[src/rtl/vlc_pkg.sv]
package vlc_pkg;
  // Instruction layout, MSB first (big-endian bit k is instr[31-k]).
  typedef struct packed {
    logic [5:0] po;     // primary opcode
    logic [4:0] rt;     // destination register
    logic [4:0] ra;     // source register
    logic [5:0] imm;    // length immediate, biased by one
    logic       cnt_sel;
    logic       set_mvl;
    logic       set_vl;
    logic       vfirst;
    logic [4:0] xo;     // extended opcode
    logic       rec;    // record bit
  } vlc_fields_t;

  localparam logic [4:0] VLC_XO = 5'b11110;
endpackage

[src/rtl/vlc_decode.sv]
module vlc_decode
  import vlc_pkg::*;
#(
  parameter logic [5:0] PRIMARY_OP = 6'd22
) (
  input  logic [31:0] instr,
  output vlc_fields_t fields,
  output logic        legal
);
  always_comb begin
    fields = vlc_fields_t'(instr);
    legal  = (fields.po == PRIMARY_OP) && (fields.xo == VLC_XO);
  end
endmodule

[src/rtl/vlc_sat.sv]
module vlc_sat #(
  parameter int DATA_W = 64,
  parameter int LEN_W  = 7
) (
  input  logic [DATA_W-1:0] value,
  output logic [LEN_W-1:0]  len
);
  localparam logic [LEN_W-1:0] LEN_MAX = '1;

  generate
    if (DATA_W > LEN_W) begin : g_sat
      always_comb len = (|value[DATA_W-1:LEN_W]) ? LEN_MAX : value[LEN_W-1:0];
    end else begin : g_ext
      always_comb len = LEN_W'(value);
    end
  endgenerate
endmodule

[src/rtl/vlc_len_calc.sv]
module vlc_len_calc #(
  parameter int DATA_W = 64,
  parameter int LEN_W  = 7
) (
  input  logic [4:0]        ra,
  input  logic [5:0]        imm,
  input  logic              cnt_sel,
  input  logic              set_mvl,
  input  logic              set_vl,
  input  logic [DATA_W-1:0] gpr_value,
  input  logic [DATA_W-1:0] count_value,
  input  logic [LEN_W-1:0]  vl_q,
  input  logic [LEN_W-1:0]  mvl_q,
  output logic [LEN_W-1:0]  vl_n,
  output logic [LEN_W-1:0]  mvl_n
);
  localparam int NSRC = 2;

  logic [DATA_W-1:0] wide_src [NSRC];
  logic [LEN_W-1:0]  sat_src  [NSRC];
  logic [LEN_W-1:0]  biased_imm;
  logic [LEN_W-1:0]  vl_src;

  assign wide_src[0] = count_value;
  assign wide_src[1] = gpr_value;

  generate
    for (genvar i = 0; i < NSRC; i++) begin : g_src
      vlc_sat #(.DATA_W(DATA_W), .LEN_W(LEN_W)) u_sat (
        .value (wide_src[i]),
        .len   (sat_src[i])
      );
    end
  endgenerate

  always_comb begin
    biased_imm = LEN_W'(imm) + LEN_W'(1);
    mvl_n      = set_mvl ? biased_imm : mvl_q;
    if (!set_vl)        vl_src = vl_q;
    else if (cnt_sel)   vl_src = sat_src[0];
    else if (ra != '0)  vl_src = sat_src[1];
    else                vl_src = biased_imm;
    vl_n = (vl_src < mvl_n) ? vl_src : mvl_n;
  end

  // the computed length never exceeds the computed maximum
  always_comb begin
    a_r5_clamped: assert (vl_n <= mvl_n);
  end
endmodule

[src/rtl/vlc_state_reg.sv]
module vlc_state_reg #(
  parameter int LEN_W = 7
) (
  input  logic             clk,
  input  logic             rst_n,
  input  logic             upd_en,
  input  logic [LEN_W-1:0] vl_n,
  input  logic [LEN_W-1:0] mvl_n,
  input  logic             vf_n,
  output logic [LEN_W-1:0] vl_q,
  output logic [LEN_W-1:0] mvl_q,
  output logic             vf_q
);
  logic [LEN_W-1:0] vl_d, mvl_d;
  logic             vf_d;

  always_comb begin
    vl_d  = vl_q;
    mvl_d = mvl_q;
    vf_d  = vf_q;
    if (upd_en) begin
      vl_d  = vl_n;
      mvl_d = mvl_n;
      vf_d  = vf_n;
    end
  end

  always_ff @(posedge clk or negedge rst_n) begin
    if (!rst_n) begin
      vl_q  <= '0;
      mvl_q <= '0;
      vf_q  <= 1'b0;
    end else begin
      vl_q  <= vl_d;
      mvl_q <= mvl_d;
      vf_q  <= vf_d;
    end
  end

  a_r9_hold_when_idle: assert property (@(posedge clk) disable iff (!rst_n)
    !upd_en |=> $stable(vl_q) && $stable(mvl_q) && $stable(vf_q));
endmodule

[src/rtl/vl_config_unit.sv]
module vl_config_unit
  import vlc_pkg::*;
#(
  parameter int         DATA_W     = 64,
  parameter int         LEN_W      = 7,
  parameter logic [5:0] PRIMARY_OP = 6'd22
) (
  input  logic              clk,
  input  logic              rst_n,
  input  logic              issue_valid,
  input  logic [31:0]       instr,
  input  logic [DATA_W-1:0] gpr_value,
  input  logic [DATA_W-1:0] count_value,
  output logic [LEN_W-1:0]  vl_out,
  output logic [LEN_W-1:0]  mvl_out,
  output logic              vfirst_out,
  output logic              wb_en,
  output logic [4:0]        wb_addr,
  output logic [DATA_W-1:0] wb_data,
  output logic              zero_valid,
  output logic              zero_flag,
  output logic              illegal
);
  vlc_fields_t      f;
  logic             legal;
  logic             exec;
  logic [LEN_W-1:0] vl_n, mvl_n;

  vlc_decode #(.PRIMARY_OP(PRIMARY_OP)) u_dec (
    .instr  (instr),
    .fields (f),
    .legal  (legal)
  );

  vlc_len_calc #(.DATA_W(DATA_W), .LEN_W(LEN_W)) u_calc (
    .ra          (f.ra),
    .imm         (f.imm),
    .cnt_sel     (f.cnt_sel),
    .set_mvl     (f.set_mvl),
    .set_vl      (f.set_vl),
    .gpr_value   (gpr_value),
    .count_value (count_value),
    .vl_q        (vl_out),
    .mvl_q       (mvl_out),
    .vl_n        (vl_n),
    .mvl_n       (mvl_n)
  );

  assign exec = issue_valid && legal;

  vlc_state_reg #(.LEN_W(LEN_W)) u_state (
    .clk    (clk),
    .rst_n  (rst_n),
    .upd_en (exec),
    .vl_n   (vl_n),
    .mvl_n  (mvl_n),
    .vf_n   (f.vfirst),
    .vl_q   (vl_out),
    .mvl_q  (mvl_out),
    .vf_q   (vfirst_out)
  );

  always_comb begin
    illegal    = issue_valid && !legal;
    wb_en      = exec && (f.rt != '0);
    wb_addr    = f.rt;
    wb_data    = DATA_W'(vl_n);
    zero_valid = exec && f.rec;
    zero_flag  = zero_valid && (vl_n == '0);
  end

  a_r5_state_clamped: assert property (@(posedge clk) disable iff (!rst_n)
    vl_out <= mvl_out);
  a_r2_illegal_no_change: assert property (@(posedge clk) disable iff (!rst_n)
    illegal |=> $stable(vl_out) && $stable(mvl_out) && $stable(vfirst_out));
  a_r2_illegal_no_side: assert property (@(posedge clk) disable iff (!rst_n)
    illegal |-> !wb_en && !zero_valid);
  a_r7_vf_written: assert property (@(posedge clk) disable iff (!rst_n)
    exec |=> vfirst_out == $past(instr[6]));
  a_r6_wb_matches_state: assert property (@(posedge clk) disable iff (!rst_n)
    wb_en |=> DATA_W'(vl_out) == $past(wb_data));
  a_r8_zero_needs_valid: assert property (@(posedge clk) disable iff (!rst_n)
    zero_flag |-> zero_valid);
endmodule

[config.mk]
export PLATFORM = sky130hd
export DESIGN_NAME = vl_config_unit
export DESIGN_NICKNAME = d
export VERILOG_FILES = /design/src/rtl/vlc_pkg.sv /design/src/rtl/vlc_decode.sv /design/src/rtl/vlc_sat.sv /design/src/rtl/vlc_len_calc.sv /design/src/rtl/vlc_state_reg.sv /design/src/rtl/vl_config_unit.sv
export SDC_FILE = /design/constraint.sdc
export NUM_CORES = 1
export LEC_CHECK = 0
export ABC_CLOCK_PERIOD_IN_PS = 3580
export CAP_MARGIN = 15
export CELL_PAD_IN_SITES_DETAIL_PLACEMENT = 1
export CELL_PAD_IN_SITES_GLOBAL_PLACEMENT = 1
export CORE_MARGIN = 8
export CORE_UTILIZATION = 17
export CTS_BUF_LIST = sky130_fd_sc_hd__clkbuf_8
export DETAILED_ROUTE_END_ITERATION = 8
export PLACE_DENSITY = 0.81
export SLEW_MARGIN = 40
export SYNTH_ARGS = -nofsm -noshare
export SYNTH_HDL_FRONTEND = slang
export SYNTH_SLANG_ARGS = --single-unit
[constraint.sdc]
create_clock -name clk -period 3.58 [get_ports clk]
set_input_delay 0.537 -clock clk [delete_from_list [all_inputs] [get_ports clk]]
set_output_delay 0.537 -clock clk [all_outputs]
set_load 0.005 [all_outputs]
==> results of run 1 <==
-- layout by cell type (no fill, tap or decap), types with 14 or more instances in the layout --
master	instances
nor4_1	26
conb_1	57
clkbuf_2	30
dfrtp_1	15
buf_4	90
buf_6	15
nand2_1	15
nor4_2	21
clkdlybuf4s15_1	14
buf_2	28
clkdlybuf4s50_1	68
dlygate4sd2_1	35
-- path summary, 6_finish.rpt --
path	start	end	slack (ns)	cells past startpoint
setup / recovery	count_value[47]	zero_flag	-0.77	17
hold / removal	u_state.vf_q	u_state.vf_q	0.50	2
setup reg to reg	u_state.mvl_q[4]	u_state.vl_q[3]	0.73	11
hold reg to reg	u_state.vf_q	u_state.vf_q	0.50	2
max in group asynchronous	rst_n	u_state.vl_q[3]	2.44	1
min in group asynchronous	rst_n	u_state.vf_q	0.70	1
-- where the power goes --
part	internal [mW]	switching, mW	total [mW]
Sequential	0.171	0.00108	0.172
Combinational	0.268	0.210	0.478
Clock	0.0770	0.0595	0.136
-- layout make-up --
type / count / area [sq um]
fillers: 1660 / 8370
repair buffers: 289 / 2400
multi-input cells: 258 / 2250
flip-flops and latches: 15 / 375
well taps: 180 / 225
inverters: 14 / 52.6
clock buffers: 3 / 41.3
clock inverters: 1 / 5.00
-- sequential cells by signal, summed over array words and instances (netlist names) --
name and cells:
u_state.mvl_q 7, u_state.vf_q 1, u_state.vl_q 7
-- Yosys cell counts, types with 2 or more instances --
master / number / area (sq um)
a21o_1: 3 / 22.5
a21oi_1: 5 / 25.0
a221o_1: 2 / 20.0
a31oi_1: 2 / 12.5
and2_2: 2 / 15.0
and3_1: 4 / 25.0
buf_4: 62 / 465
buf_6: 2 / 22.5
clkbuf_1: 2 / 7.51
dfrtp_1: 15 / 375
ha_1: 7 / 87.6
inv_1: 14 / 52.6
mux2_2: 7 / 78.8
mux2i_1: 10 / 100
nand2_1: 18 / 67.6
nand3_1: 10 / 50.1
nand4_1: 13 / 81.3
nor2_1: 12 / 45.0
nor2b_1: 3 / 18.8
nor3_1: 4 / 20.0
nor4_1: 53 / 332
nor4_2: 2 / 25.0
o21ai_0: 12 / 60.1
o221ai_1: 2 / 17.5
o22a_1: 2 / 17.5
or4b_1: 2 / 20.0
xor2_1: 4 / 35.0
-- critical path, cell delays in order --
cell	delay (ns)
buf_8	0.10
nor4_4	0.28
nand4_1	0.19
nor4_4	0.37
buf_6	0.19
buf_6	0.10
a31oi_1	0.10
o21ai_2	0.12
inv_2	0.07
ha_4	0.26
and4_4	0.22
a221o_1	0.22
a21oi_4	0.05
buf_12	0.16
or4b_4	0.55
o41ai_4	0.08
buf_2	0.18
-- kinds of logic (layout without fill, tap and decap cells) --
group / Yosys count / count (layout)
flip-flops: 15 / 15
multiplexers: 17 / 17
AND/OR/NAND/NOR: 132 / 132
other: 1 / 57
AO/OA/AOI/OAI: 41 / 41
buffers and inverters: 80 / 307
adder cells (fa/ha/maj): 7 / 7
XOR/XNOR: 4 / 4
-- repair_timing --
item,4_1_cts,5_1_grt
gates cloned,0,0
pin swaps,55,45
resized for setup,320,128
setup buffers,11,9
endpoints found under the setup margin,15,15
-- layer usage --
metal	track usage [%]	up-vias
met5	0	-
met1	16.2	1621
li1	-	1595
met3	5.50	26
met4	4.18	0
met2	30.4	191
-- stage by stage --
step                setup slack (ns)  cell area, sq um
detailed placement             -1.77              4890
global placement               -1.75              4890
global route                  -0.908              5350
finish                        -0.768              5350
floorplan                     -0.142              2650
CTS                           -0.773              5190
==> qor.yml, run 1 <==
status: "complete, but fails checks"
violations: "setup timing"
finalHoldViolCount: 0
synth_xor_area_share_pct: 1.48
die_y_um: 134
grt_overflow_total: 0
crit_arrival_ns: 3.81
io_pins: 251
drtIter0Drc: 73
syn_area_sq_um: 2360
ys_types: 50
clk_path_buf_depth: 2
async_flop_share_pct: 100
synth_seq_cells: 15
firstDrtPassIters: 4
wl_met1_mm: 5.59
routed.top_layer: "met4"
ys_warn_count: 0
synth-simple-area-share_pct: 34.7
synth.avg_cell_area_sq_um: 7.95
finalCriticalPeriod_ns: 4.35
grt_usage_pct: 16.0
fin_crit_sh_pct: 121
max_freq_mhz: 230
postRouteAntennaNets: 0
layout-drive-gt1-share_pct: 45.2
cap_violations: 0
fin_worst_skew_ns: 0.000670
grt_max_degree: 16
cts_num_sinks: 15
clkLatencyLatePin_ns: 0.25
port_buffers: 193
fp.dieW_um: 134
gp_congestion: 0.864
fin_cells: 760
startpoint_type: "primary input"
numCtsBuffers: 3
synth_compound_area_share_pct: 13.3
worst_pin_slew_ns: 0.685
min_path_type: "reg -> reg"
dieArea_sq_um: 17900
antenna_found_initial: 0
met3WireLength_mm: 1.61
syn_inst: 297
synth_edf_count: 0
viasPerCell: 4.52
core_sq_um: 13700
crit_fanout: 8
grt_pass1_wl_mm: 22.8
report.final.slew_viol_count: 0
end_kind: "output pin"
diodes: 0
crit_required_ns: 3.04
cts_hold_buf: 0
fin_util_pct: 39.0
dp_cells: 737
synthMuxAreaShare_pct: 7.58
p_leak_nw: 2.34
htree_levels: 1
rows: 43
remaining_drc_errors: 0
route.met2.wl_mm: 8.07
wl_mm: 15.6
hpwl_mm: 13.0
worst_slack_ns: -0.768
cts_tree: "done"
whs_ns: 0.498
synth-main-ff-cell: "dfrtp_1"
area_delta_synth_final_pct: 127
clockRootBuffer: "clkbuf_8"
finalNetCount: 751
synth_top_family_by_area: "simple AND/OR/NAND/NOR gates"
grt_setup_unrepaired: "true"
power_uw: 786
max_slew_margin_pct: 53.9
via_count: 3433
clk_pin_slew_worst_paths_ns: 0.06
synthAdderAreaFrac_pct: 3.71
path_class: "in -> out"
ir_drop_v: 0.000121
yosysSeqAreaShare_pct: 15.9
initial_core_util_pct: 17.2
power_density_nw_per_um2: 147
wire_per_inst_um: 20.5
setup_viol: 12
grt_pass1_vias: 4069
setup_tns_ns: -5.52
Note: power is estimated with default switching activity, not from simulation.
==> run 2, diff against run 1 <==
--- a/config.mk
+++ b/config.mk
@@ -9,11 +9,12 @@
 export CAP_MARGIN = 15
 export CELL_PAD_IN_SITES_DETAIL_PLACEMENT = 1
 export CELL_PAD_IN_SITES_GLOBAL_PLACEMENT = 1
-export CORE_MARGIN = 8
+export CORE_MARGIN = 1.5
 export CORE_UTILIZATION = 17
 export CTS_BUF_LIST = sky130_fd_sc_hd__clkbuf_8
 export DETAILED_ROUTE_END_ITERATION = 8
 export PLACE_DENSITY = 0.81
+export RECOVER_POWER = 100
 export SLEW_MARGIN = 40
 export SYNTH_ARGS = -nofsm -noshare
 export SYNTH_HDL_FRONTEND = slang
==> qor.yml, run 2 (synthesis results as in run 1) <==
final_area_sq_um: 5510
path_class: "in -> out"
hpwl_mm: 11.6
fin_crit_sh_pct: 123
io_pins: 251
multiInputGateArea_sq_um: 2250
fin_cells: 777
diodes: 0
startpoint_type: "primary input"
power.internal_uw: 533
htree_levels: 1
violations: "setup timing"
via_count: 3555
finalCriticalPeriod_ns: 4.40
antenna_found_initial: 0
grt_setup_unrepaired: "true"
max_freq_mhz: 227
fp.dieW_um: 121
grt_max_degree: 16
area_delta_synth_final_pct: 134
numCtsBuffers: 3
wire_per_inst_um: 19.2
min_path_type: "in -> async"
worst_pin_slew_ns: 0.904
final_common_cell: "buf_4"
rows: 42
worst_slack_ns: -0.817
crit_fanout: 4
place_area_sq_um: 4890
crit_arrival_ns: 3.86
power_density_nw_per_um2: 149
n_fill_cell: 1597
crit_required_ns: 3.04
wl_mm: 14.9
grt_pass1_vias: 3930
remaining_drc_errors: 0
status: "complete, but fails checks"
comb_power_share_pct: 61.9
postRouteAntennaNets: 0
cp_cell_sequence: "clkdlybuf4s15_1 > nor4_2 > nand3_2 > nor4_4 > buf_4 > buf_4 > nand2_4 > a22oi_2 > inv_2 > ha_4 > nand2_4 > a2111oi_4 > a21oi_4 > buf_6 > or4b_4 > o41ai_4 > buf_2"
reg2reg_depth: 15
cap_violations: 0
place_ws_ns: -1.69
seqCellArea_sq_um: 375
finalHoldViolCount: 0
end_kind: "output pin"
clkLatencyLatePin_ns: 0.25
fin_worst_skew_ns: 0.00177
cts_tree: "done"
critPathBufInv: 6
firstDrtPassIters: 4
layout-drive-gt1-share_pct: 46.4
layout_common_cells: "101 x buf_4, 57 x conb_1, 48 x buf_2"
ir_drop_v: 0.000126
report.final.slew_viol_count: 0
grt_usage_pct: 18.6
power.share.clock_pct: 17.2
clockRootBuffer: "clkbuf_8"
finalNetCount: 772
p_leak_nw: 2.50
clk_path_buf_depth: 2
p_sw_uw: 287
port_buffers: 193
initial_core_util_pct: 17.6
rrSetupSlack_ns: 0.55
slowest_stage: "or4b_4"
dieArea_sq_um: 14600
setup_viol: 15
die_y_um: 121
dp_cells: 734
max_slew_margin_pct: 39.7
drtIter0Drc: 82
grt_overflow_total: 0
largestRegisters: "u_state.mvl_q x7, u_state.vl_q x7, u_state.vf_q x1"
viasPerCell: 4.58
gp_congestion: 0.942
slowest_delay_ns: 0.50
core_sq_um: 13400
switching_share_pct: 35.0
crit_family: "simple AND/OR/NAND/NOR gates"
worst_r2r_endpoint: "u_state.vl_q[3]"
r2r-start: "u_state.vl_q[3]"
power_frac_seq_pct: 20.9
grt_pass1_wl_mm: 21.0
clk_pin_slew_worst_paths_ns: 0.06
cts_num_sinks: 15
## run 2: area by class of cell
| class | count | share of cell area, % |
|---|---|---|
| tap | 176 | 3.99 |
| timing repair buffer | 310 | 46.7 |
| inverter | 14 | 0.953 |
| clock inverter | 1 | 0.0681 |
| sequential | 15 | 6.81 |
| clock buffer | 3 | 0.749 |
| multi-input combinational | 258 | 40.8 |
## run 2: worst max-delay path by stage
stage | startpoint | end | slack (ns) | cells after the start
5_1_grt | gpr_value[60] | zero_flag | -1.0 | 16
3_5_place_dp | count_value[33] | zero_flag | -1.69 | 15
3_3_place_gp | gpr_value[9] | zero_flag | -1.58 | 15
2_1_floorplan | count_value[27] | wb_data[0] | -0.14 | 12
6_report | gpr_value[52] | zero_flag | -0.82 | 17
4_1_cts | count_value[32] | zero_flag | -0.73 | 16
## run 2: metrics by stage
stage               power (mW)  setup TNS [ns]  util [%]  hold WS, ns
floorplan                0.322           -1.09         -        0.241
global placement         0.589          -15.60      36.5        0.476
finish                   0.820           -6.82      41.1        0.388
CTS                      0.772           -5.85      39.1        0.495
detailed placement       0.603          -18.32      36.5        0.474
global route             0.861           -9.85      41.1        0.448
## run 2: layer usage
metal,track usage (%),vias to the layer above,wire [um]
met4,6.62,0,573
met3,3.25,41,1060
met1,19.6,1692,5280
met2,36.6,190,8010
li1,-,1632,-
met5,0,-,0
## run 2: power groups by stage
stage | registers [mW] | logic [mW] | clock network (mW)
floorplan | 0.174 | 0.148 | 0
global placement | 0.174 | 0.415 | 0
detailed placement | 0.174 | 0.429 | 0
CTS | 0.171 | 0.456 | 0.144
global route | 0.171 | 0.539 | 0.150
finish | 0.171 | 0.507 | 0.141
## run 2: timing repair
action,in CTS,in global routing
gates cloned,0,0
setup buffers,25,15
resized for setup,442,55
hold buffers,0,0
endpoints found under the setup margin,15,15
pin swaps,52,17
